$ cat config.mk
export PLATFORM = sky130hd
export DESIGN_NAME = pwm_tristate_seq
export DESIGN_NICKNAME = d
export VERILOG_FILES = /design/src/rtl/pwm_seq_pkg.sv /design/src/rtl/pwm_seq_gate.sv /design/src/rtl/pwm_seq_pos.sv /design/src/rtl/pwm_tristate_seq.sv
export SDC_FILE = /design/constraint.sdc
export NUM_CORES = 1
export LEC_CHECK = 0
export ABC_AREA = 0
export CAP_MARGIN = 20
export CORE_MARGIN = 4
export CORE_UTILIZATION = 35
export CTS_BUF_LIST = sky130_fd_sc_hd__clkbuf_8
export DETAILED_ROUTE_END_ITERATION = 10
export HOLD_SLACK_MARGIN = 0.06
export PLACE_DENSITY = 0.65
export SLEW_MARGIN = 40
export SYNTH_ARGS = -nofsm -noshare
export SYNTH_HDL_FRONTEND = slang
export SYNTH_SLANG_ARGS = --single-unit
$ cat constraint.sdc
create_clock -name clk -period 4.8 [get_ports clk]
set_input_delay 1.2 -clock clk [delete_from_list [all_inputs] [get_ports clk]]
set_output_delay 1.2 -clock clk [all_outputs]
set_load 0.02 [all_outputs]
$ cat src/rtl/pwm_seq_pkg.sv
`timescale 1ns/1ps
package pwm_seq_pkg;

    typedef enum logic [1:0] {
        PWM_LO = 2'b00,
        PWM_HI = 2'b01,
        PWM_HZ = 2'b10
    } pwm_code_e;

    typedef enum logic [1:0] {
        MD_IDLE  = 2'b00,
        MD_NSYNC = 2'b01,
        MD_FCCM  = 2'b10
    } seq_mode_e;

endpackage

$ cat src/rtl/pwm_seq_gate.sv
`timescale 1ns/1ps
module pwm_seq_gate #(
    parameter int VAL_W    = 8,
    parameter int COMP_MIN = 10,
    parameter int SS_MIN   = 18
) (
    input  logic             en,
    input  logic             oc_fault,
    input  logic             prebias,
    input  logic [VAL_W-1:0] comp,
    input  logic [VAL_W-1:0] ss_level,
    output logic             comp_above,
    output logic             start_ok
);
    localparam logic [VAL_W-1:0] COMP_MIN_V = VAL_W'(COMP_MIN);
    localparam logic [VAL_W-1:0] SS_MIN_V   = VAL_W'(SS_MIN);

    logic ss_above;

    assign comp_above = comp > COMP_MIN_V;
    assign ss_above   = ss_level > SS_MIN_V;
    assign start_ok   = en && !oc_fault && !prebias && (comp_above || ss_above);

endmodule

$ cat src/rtl/pwm_seq_pos.sv
`timescale 1ns/1ps
module pwm_seq_pos #(
    parameter int PERIOD_TICKS = 48,
    parameter int POS_W        = 6
) (
    input  logic             clk,
    input  logic             rst_n,
    input  logic             tick,
    output logic [POS_W-1:0] pos_nxt,
    output logic [POS_W-1:0] pos_q
);
    localparam logic [POS_W-1:0] LAST_V = POS_W'(PERIOD_TICKS - 1);

    logic [POS_W-1:0] pos_d;

    always_comb begin
        if (tick)                pos_d = '0;
        else if (pos_q == LAST_V) pos_d = pos_q;
        else                     pos_d = pos_q + POS_W'(1);
    end

    assign pos_nxt = pos_d;

    always_ff @(posedge clk or negedge rst_n) begin
        if (!rst_n) pos_q <= LAST_V;
        else        pos_q <= pos_d;
    end

endmodule

$ cat src/rtl/pwm_tristate_seq.sv
`timescale 1ns/1ps
module pwm_tristate_seq #(
    parameter int VAL_W           = 8,
    parameter int PERIOD_TICKS    = 48,
    parameter int MIN_ON_TICKS    = 4,
    parameter int LOW_PULSE_TICKS = 4,
    parameter int NSYNC_CYCLES    = 7,
    parameter int COMP_MIN        = 10,
    parameter int SS_MIN          = 18
) (
    input  logic             clk,
    input  logic             rst_n,
    input  logic             cyc_tick,
    input  logic [VAL_W-1:0] ramp,
    input  logic [VAL_W-1:0] comp,
    input  logic [VAL_W-1:0] ss_level,
    input  logic             en,
    input  logic             prebias,
    input  logic             oc_fault,
    input  logic             ov_flag,
    output logic [1:0]       pwm_state
);
    import pwm_seq_pkg::*;

    localparam int MIN_OFF_TICKS = PERIOD_TICKS / 12;
    localparam int HI_LIMIT      = PERIOD_TICKS - MIN_OFF_TICKS;
    localparam int LOW_START     = PERIOD_TICKS - LOW_PULSE_TICKS;
    localparam int POS_W         = $clog2(PERIOD_TICKS);
    localparam int ON_W          = $clog2(MIN_ON_TICKS + 1);
    localparam int NS_W          = $clog2(NSYNC_CYCLES + 1);

    localparam logic [POS_W-1:0] HI_LIM_V  = POS_W'(HI_LIMIT);
    localparam logic [POS_W-1:0] LOW_ST_V  = POS_W'(LOW_START);
    localparam logic [ON_W-1:0]  MIN_ON_V  = ON_W'(MIN_ON_TICKS);
    localparam logic [NS_W-1:0]  NS_LAST_V = NS_W'(NSYNC_CYCLES - 1);

    typedef struct packed {
        seq_mode_e        mode;
        logic             hi;
        logic [ON_W-1:0]  on_cnt;
        logic [NS_W-1:0]  ns_cnt;
        logic             pulsed;
        logic             held_low;
        pwm_code_e        pwm;
    } seq_st_t;

    seq_st_t          st_q, st_d;
    logic [POS_W-1:0] pos_nxt, pos_q;
    logic             comp_above, start_ok, run_ok;

    pwm_seq_gate #(
        .VAL_W    (VAL_W),
        .COMP_MIN (COMP_MIN),
        .SS_MIN   (SS_MIN)
    ) u_gate (
        .en         (en),
        .oc_fault   (oc_fault),
        .prebias    (prebias),
        .comp       (comp),
        .ss_level   (ss_level),
        .comp_above (comp_above),
        .start_ok   (start_ok)
    );

    pwm_seq_pos #(
        .PERIOD_TICKS (PERIOD_TICKS),
        .POS_W        (POS_W)
    ) u_pos (
        .clk     (clk),
        .rst_n   (rst_n),
        .tick    (cyc_tick),
        .pos_nxt (pos_nxt),
        .pos_q   (pos_q)
    );

    assign run_ok = en && !oc_fault;

    always_comb begin
        st_d = st_q;
        if (!run_ok) begin
            st_d.mode     = MD_IDLE;
            st_d.hi       = 1'b0;
            st_d.on_cnt   = '0;
            st_d.ns_cnt   = '0;
            st_d.pulsed   = 1'b0;
            st_d.held_low = 1'b0;
        end else begin
            if (cyc_tick) begin
                case (st_q.mode)
                    MD_IDLE: begin
                        if (start_ok) begin
                            st_d.mode   = MD_NSYNC;
                            st_d.ns_cnt = '0;
                        end
                    end
                    MD_NSYNC: begin
                        if (st_q.ns_cnt == NS_LAST_V) st_d.mode = MD_FCCM;
                        else                          st_d.ns_cnt = st_q.ns_cnt + NS_W'(1);
                    end
                    default: ;
                endcase
                st_d.held_low = 1'b0;
                st_d.pulsed   = 1'b0;
                st_d.hi       = 1'b0;
                st_d.on_cnt   = '0;
                if (st_d.mode != MD_IDLE && comp_above) begin
                    st_d.hi     = 1'b1;
                    st_d.on_cnt = ON_W'(1);
                    st_d.pulsed = 1'b1;
                end
            end else if (st_q.hi) begin
                if (((ramp > comp) && (st_q.on_cnt >= MIN_ON_V)) || (pos_nxt >= HI_LIM_V)) begin
                    st_d.hi = 1'b0;
                end else if (st_q.on_cnt != MIN_ON_V) begin
                    st_d.on_cnt = st_q.on_cnt + ON_W'(1);
                end
            end
            if (ov_flag && st_d.mode != MD_IDLE) begin
                st_d.hi       = 1'b0;
                st_d.held_low = 1'b1;
            end
        end

        if (st_d.mode == MD_IDLE)                          st_d.pwm = PWM_HZ;
        else if (st_d.hi)                                  st_d.pwm = PWM_HI;
        else if (st_d.mode == MD_FCCM || st_d.held_low)    st_d.pwm = PWM_LO;
        else if (st_d.pulsed && pos_nxt >= LOW_ST_V)       st_d.pwm = PWM_LO;
        else                                               st_d.pwm = PWM_HZ;
    end

    always_ff @(posedge clk or negedge rst_n) begin
        if (!rst_n) begin
            st_q.mode     <= MD_IDLE;
            st_q.hi       <= 1'b0;
            st_q.on_cnt   <= '0;
            st_q.ns_cnt   <= '0;
            st_q.pulsed   <= 1'b0;
            st_q.held_low <= 1'b0;
            st_q.pwm      <= PWM_HZ;
        end else begin
            st_q <= st_d;
        end
    end

    assign pwm_state = st_q.pwm;


    code_legal_chk: assert property (@(posedge clk) disable iff (!rst_n)
        pwm_state != 2'b11);


    fault_release_chk: assert property (@(posedge clk) disable iff (!rst_n)
        (oc_fault || !en) |=> pwm_state == PWM_HZ);


    ov_force_low_chk: assert property (@(posedge clk) disable iff (!rst_n)
        (run_ok && ov_flag && st_q.mode != MD_IDLE) |=> pwm_state == PWM_LO);


    min_on_hold_chk: assert property (@(posedge clk) disable iff (!rst_n)
        (pwm_state == PWM_HI && st_q.on_cnt < MIN_ON_V && run_ok && !ov_flag
         && !cyc_tick && pos_nxt < HI_LIM_V) |=> pwm_state == PWM_HI);


    max_on_pos_chk: assert property (@(posedge clk) disable iff (!rst_n)
        pwm_state == PWM_HI |-> pos_q < HI_LIM_V);


    nsync_length_chk: assert property (@(posedge clk) disable iff (!rst_n)
        $rose(st_q.mode == MD_FCCM) |-> $past(st_q.ns_cnt) == NS_LAST_V);

endmodule

==> flow_summary.json, run 1 <==
{
  "antenna_cells": 0,
  "rr_worst_depth": 7,
  "synth_top_flop_cell": "dfrtp_1",
  "min_period_ns": 3.18,
  "die_area_mm2": 0.00508,
  "fp.coreArea_mm2": 0.00377,
  "synth_fa_ha_area_share_pct": 11.6,
  "swShare_pct": 25.6,
  "status": "complete, no violations",
  "synth_mux_area_share_pct": 2.23,
  "worstHoldPathCells": 2,
  "synth_compound_area_share_pct": 24.4,
  "gr-total-overflow": 0,
  "clockBufferDepth": 2,
  "cts_setup_buffers": 0,
  "cts_resized": 0,
  "regArea_um2": 483,
  "path_max_fanout": 3,
  "antenna_found_initial": 0,
  "wl_per_cell_um": 13.5,
  "timing.rr.end": "st_q[9]",
  "syn_inst": 162,
  "hold_end": "st_q[3]",
  "cap_violations": 0,
  "synth_area_leaders": "dfrtp_1, ha_1, dfstp_2",
  "rsz0062_at_grt": "false",
  "die_x_um": 71.3,
  "holdWs_ns": 0.501,
  "multi_input_area_um2": 821,
  "yosysSeqAreaShare_pct": 34.5,
  "io_buffers": 32,
  "worst_setup_path_start_kind": "input port",
  "combPwrFrac_pct": 20.9,
  "cts_hold_buffers": 0,
  "path_class": "input port to flop",
  "async_flop_share_pct": 100,
  "drive_above_1_share_pct": 8.90,
  "min_period_over_period_pct": 66.2,
  "rows": 22,
  "synth_top_area_share_pct": 23.2,
  "pwr-share-seq_pct": 48.8,
  "place_hpwl_um": 2460,
  "slew_headroom_pct": 58.9,
  "grt_pass1_vias": 1261,
  "power_density_mw_per_mm2": 198,
  "yosys_register_bits": 19,
  "fmax_ghz": 0.314,
  "clk_pin_slew_ns": 0.07,
  "clk_latency_ns": 0.25,
  "syn_area_mm2": 0.00140,
  "worstMarginPinSlew_ns": 0.610,
  "cp_data_required_time_ns": 4.94,
  "ios": 33,
  "clkPwrFrac_pct": 30.3,
  "num-fill-cells": 348,
  "leakage_nw": 0.741,
  "gp_congestion": 0.910,
  "cts_root_buf": "clkbuf_8",
  "synthXorXnorAreaFrac_pct": 1.25,
  "synth.net_count": 206,
  "end_kind": "flop",
  "synth_area_leader_cell": "dfrtp_1",
  "drt_iter0_markers": 75,
  "viasPerCell": 5.37,
  "crit_arrival_ns": 3.32,
  "min-delay-start": "st_q[3]",
  "grt_usage_pct": 13.1,
  "die_y_um": 71.3,
  "cts.sinks": 19,
  "r2r_setup_slack_ns": 2.61,
  "start_util_pct": 37.2,
  "ir_worst_vdd_mv": 0.102,
  "hp-class": "flop to flop",
  "internal_power_w": 0.000262,
  "drtAntennaViolNets": 0,
  "fin_total_pwr_w": 0.000353,
  "ys_types": 43,
  "drc": 0,
  "layout.nets": 236,
  "numCtsBuffers": 3,
  "fin_tns_setup_ns": 0,
  "clock_skew_ns": 0.000819,
  "synth_area_per_cell_um2": 8.65,
  "p_switching_w": 0.0000901,
  "yosys.area_share.simple_pct": 19.1,
  "synth_top_family_by_area": "compound AO/OA/AOI/OAI gates",
  "grt_pass1_wl_um": 5580,
  "dr.pass1.iters": 4,
  "cts_tree": "built",
  "grt_max_degree": 20,
  "yosysWarningCount": 0,
  "vias": 1284,
  "syn2layout_area_growth_pct": 27.3,
  "synth_edf_count": 0,
  "routed_wl_um": 3220,
  "cts_max_level": 1,
  "setup_viol_count_final": 0,
  "rr_startpoint": "u_pos.pos_q[0]",
  "drv_slew": 0,
  "finalHoldViolCount": 0
}
cells in the mapped netlist (all sizes together), types with 4 or more instances:
cell,number
inv,16
dfstp,6
nand3,5
o21ai,7
clkbuf,4
a211o,5
nand2,11
nor2,17
a21oi,11
nor3,9
ha,13
dfrtp,13
per-stage QoR:
stage	cells	setup WS, ns	util, %	instance area (um^2)
floorplan	162	1.96	-	1400
finish	239	1.62	47.3	1780
CTS	239	1.61	47.3	1780
detailed placement	235	1.35	46.1	1740
global placement	235	1.41	46.3	1740
global route	239	1.46	47.3	1780
registers in the layout (all words and copies together) (netlist names):
register	flops
u_pos.pos_q	6
st_q	11
pwm_state	2
area by class of cell:
cell class              count  share of cell area [%]
multi-input cells         120                    46.0
inverters                  16                    3.37
well taps                  48                    3.37
flip-flops and latches     19                    27.1
clock inverters             1                   0.210
clock buffers               3                    2.31
repair buffers             32                    17.7
power groups by stage:
stage / logic [W] / clock network [W] / registers (W)
3_3_place_gp: 0.0000721 / 0 / 0.000174
3_5_place_dp: 0.0000736 / 0 / 0.000175
4_1_cts: 0.0000742 / 0.000112 / 0.000172
2_1_floorplan: 0.0000381 / 0 / 0.000172
6_report: 0.0000735 / 0.000107 / 0.000172
5_1_grt: 0.0000828 / 0.000118 / 0.000173
how the worst max path moves through the flow:
stage / end / cells after the start / start
finish: st_q[7] / 9 / comp[3]
global route: st_q[7] / 9 / comp[1]
CTS: st_q[7] / 9 / comp[3]
detailed placement: st_q[7] / 9 / comp[3]
global placement: st_q[7] / 9 / comp[3]
floorplan: st_q[7] / 8 / comp[3]
per-layer routing:
metal	vias up	part of all wire, %	GRT usage [%]
met5	-	0	0
met4	0	1.2	3.76
met3	5	6.6	2.95
met2	31	46	21.6
met1	607	46	17.2
li1	641	-	-
cells in the final DEF (no fill, tap or decap), types with 6 or more instances in the layout:
cell type / netlist / routed
clkdlybuf4s50_1: 0 / 31
dfstp_2: 6 / 6
nor2_1: 17 / 17
nor3_1: 9 / 9
ha_1: 13 / 13
inv_1: 15 / 16
a21oi_1: 9 / 9
dfrtp_1: 13 / 13
o21ai_0: 6 / 6
nand2_1: 11 / 11
cells by family after synthesis:
| family | Yosys count |
|---|---|
| flip-flops | 19 |
| XOR/XNOR | 2 |
| multiplexers | 3 |
| buffers and inverters | 23 |
| AO/OA/AOI/OAI | 46 |
| AND/OR/NAND/NOR | 56 |
| adder cells (fa/ha/maj) | 13 |
worst max-delay path, stage by stage:
cell and delay [ns]:
clkdlybuf4s50_1 0.46, inv_1 0.06, ha_1 0.29, nand2_1 0.06, o21bai_1 0.15, a211oi_1 0.30
o21bai_1 0.14, a311oi_1 0.29, mux2_2 0.37
Power figures use the tool's default switching activity.
==> inputs of run 2 (changes only) <==
clock period = 3.29 ns   (was 4.8 ns; I/O delays follow)
==> run 2 against run 1 <==
  * Non-clock buffer count up 2
  * Final cell count up 0.84%
  * Global-route usage down 0.28 points
  * Wire length down 0.56%
  * Largest power group unchanged
  * Critical path depth unchanged
  * Combinational power up 48%
  * Sequential share of layout area down 0.23 points
  * Sequential power up 46%
  * Largest cell class unchanged
  * First-iteration DRC count down 49%
  * Flip-flop and latch count unchanged
==> flow_summary.json, run 2 (synthesized netlist as in run 1, its figures left out) <==
{
  "status": "complete, no violations",
  "numCtsBuffers": 3,
  "slew_headroom_pct": 61.0,
  "stdcell_count": 241,
  "cts_root_buf": "clkbuf_8",
  "die_x_um": 71.3,
  "drtAntennaViolNets": 0,
  "path_class": "input port to flop",
  "crit_arrival_ns": 2.97,
  "gp_congestion": 0.910,
  "dr.pass1.iters": 4,
  "place_hpwl_um": 2510,
  "largest_reg_flops": 11,
  "cp_slowest_cell": "clkdlybuf4s50_1",
  "drv_slew": 0,
  "worstPathCellList": "clkdlybuf4s50_1, inv_1, ha_1, nor2b_1, o21bai_1, a211oi_1, o21bai_1, a311oi_1, mux2_2",
  "fin_tns_setup_ns": 0,
  "hp-class": "input port to async pin",
  "met1_usage_pct": 16.1,
  "die_area_mm2": 0.00508,
  "layout_common_cells": "clkdlybuf4s50_1, nor2_1, inv_1, ha_1, dfrtp_1",
  "regArea_um2": 483,
  "routed_wl_um": 3210,
  "wl_per_cell_um": 13.3,
  "clock_skew_ns": 0.00291,
  "grt_pass1_wl_um": 5460,
  "met2_usage_pct": 21.8,
  "layout.nets": 238,
  "stdcell_area_mm2": 0.00180,
  "fp.coreArea_mm2": 0.00377,
  "start_util_pct": 37.2,
  "min_period_over_period_pct": 86.0,
  "power_density_mw_per_mm2": 287,
  "setup_viol_count_final": 0,
  "cp_data_required_time_ns": 3.43,
  "grt_max_degree": 20,
  "layout_commonest_cell": "clkdlybuf4s50_1",
  "grt_use_met3_pct": 2.95,
  "rows": 22,
  "clockBufferDepth": 2,
  "io_buffers": 32,
  "viasPerCell": 5.33,
  "die_y_um": 71.3,
  "ios": 33,
  "num-fill-cells": 354,
  "end_kind": "flop",
  "slowest_delay_ns": 0.48,
  "drc": 0,
  "r2r_setup_slack_ns": 1.09,
  "min_period_ns": 2.83,
  "leakage_nw": 0.750,
  "cts_setup_buffers": 0,
  "worstMarginPinSlew_ns": 0.580,
  "cap_violations": 0,
  "clk_latency_ns": 0.25,
  "cts_max_level": 1,
  "place_area_mm2": 0.00175,
  "cts_hold_buffers": 0,
  "multi_input_area_um2": 821,
  "drive_above_1_share_pct": 9.84,
  "grt_pass1_vias": 1285,
  "rsz0062_at_grt": "false",
  "crit_family": "compound AO/OA/AOI/OAI gates",
  "cts_tree": "built",
  "cts_resized": 0,
  "gr-total-overflow": 0,
  "top_register": "st_q",
  "crit_buf_inv": 2,
  "cpMostUsedCell": "o21bai_1",
  "drt_iter0_markers": 38,
  "vias": 1284,
  "finalHoldViolCount": 0,
  "path_max_fanout": 3,
  "fmax_ghz": 0.353,
  "antenna_cells": 0,
  "syn2layout_area_growth_pct": 28.4,
  "ir_worst_vdd_mv": 0.139,
  "clk_pin_slew_ns": 0.07,
  "grt_usage_pct": 12.9,
  "placed_cells": 237,
  "grt.busiest_layer": "met2",
  "worst_setup_path_start_kind": "input port",
  "antenna_found_initial": 0,
  "cts.sinks": 19
}
-- run 2: path summary, 6_finish.rpt --
path,from,end,depth (start not counted)
setup reg to reg,u_pos.pos_q[0],st_q[7],7
hold reg to reg,u_pos.pos_q[5],u_pos.pos_q[5],2
hold / removal,rst_n,st_q[9],1
setup / recovery,comp[1],st_q[7],9
max in group asynchronous,rst_n,pwm_state[1],1
min in group clk,u_pos.pos_q[5],u_pos.pos_q[5],2
-- run 2: metrics by stage --
stage          util, %  total power [W]  hold slack [ns]  worst slack (ns)
6_report          47.7         0.000516            0.509             0.460
5_1_grt           47.7         0.000546            0.539             0.294
4_1_cts           47.7         0.000525            0.518             0.464
3_5_place_dp      46.5         0.000365            0.505             0.183
3_3_place_gp      46.6         0.000361            0.490             0.274
2_1_floorplan        -         0.000307            0.454             0.825
-- run 2: metal layers --
metal | routed length (um) | vias up
met2 | 1500 | 40
met4 | 25 | 0
met1 | 1460 | 586
li1 | - | 654
met5 | 0 | -
met3 | 218 | 4
-- run 2: cell type report --
type / instances / area share [%]
timing repair buffer: 34 / 18.4
multi-input combinational: 120 / 45.6
clock buffer: 3 / 2.29
clock inverter: 1 / 0.209
inverter: 16 / 3.34
tap: 48 / 3.34
sequential: 19 / 26.8
-- run 2: report_power, final --
part           leakage (nW)  switching, W  internal [W]
registers             0.242    0.00000863      0.000242
logic                 0.481     0.0000499     0.0000592
clock network        0.0269     0.0000731     0.0000827
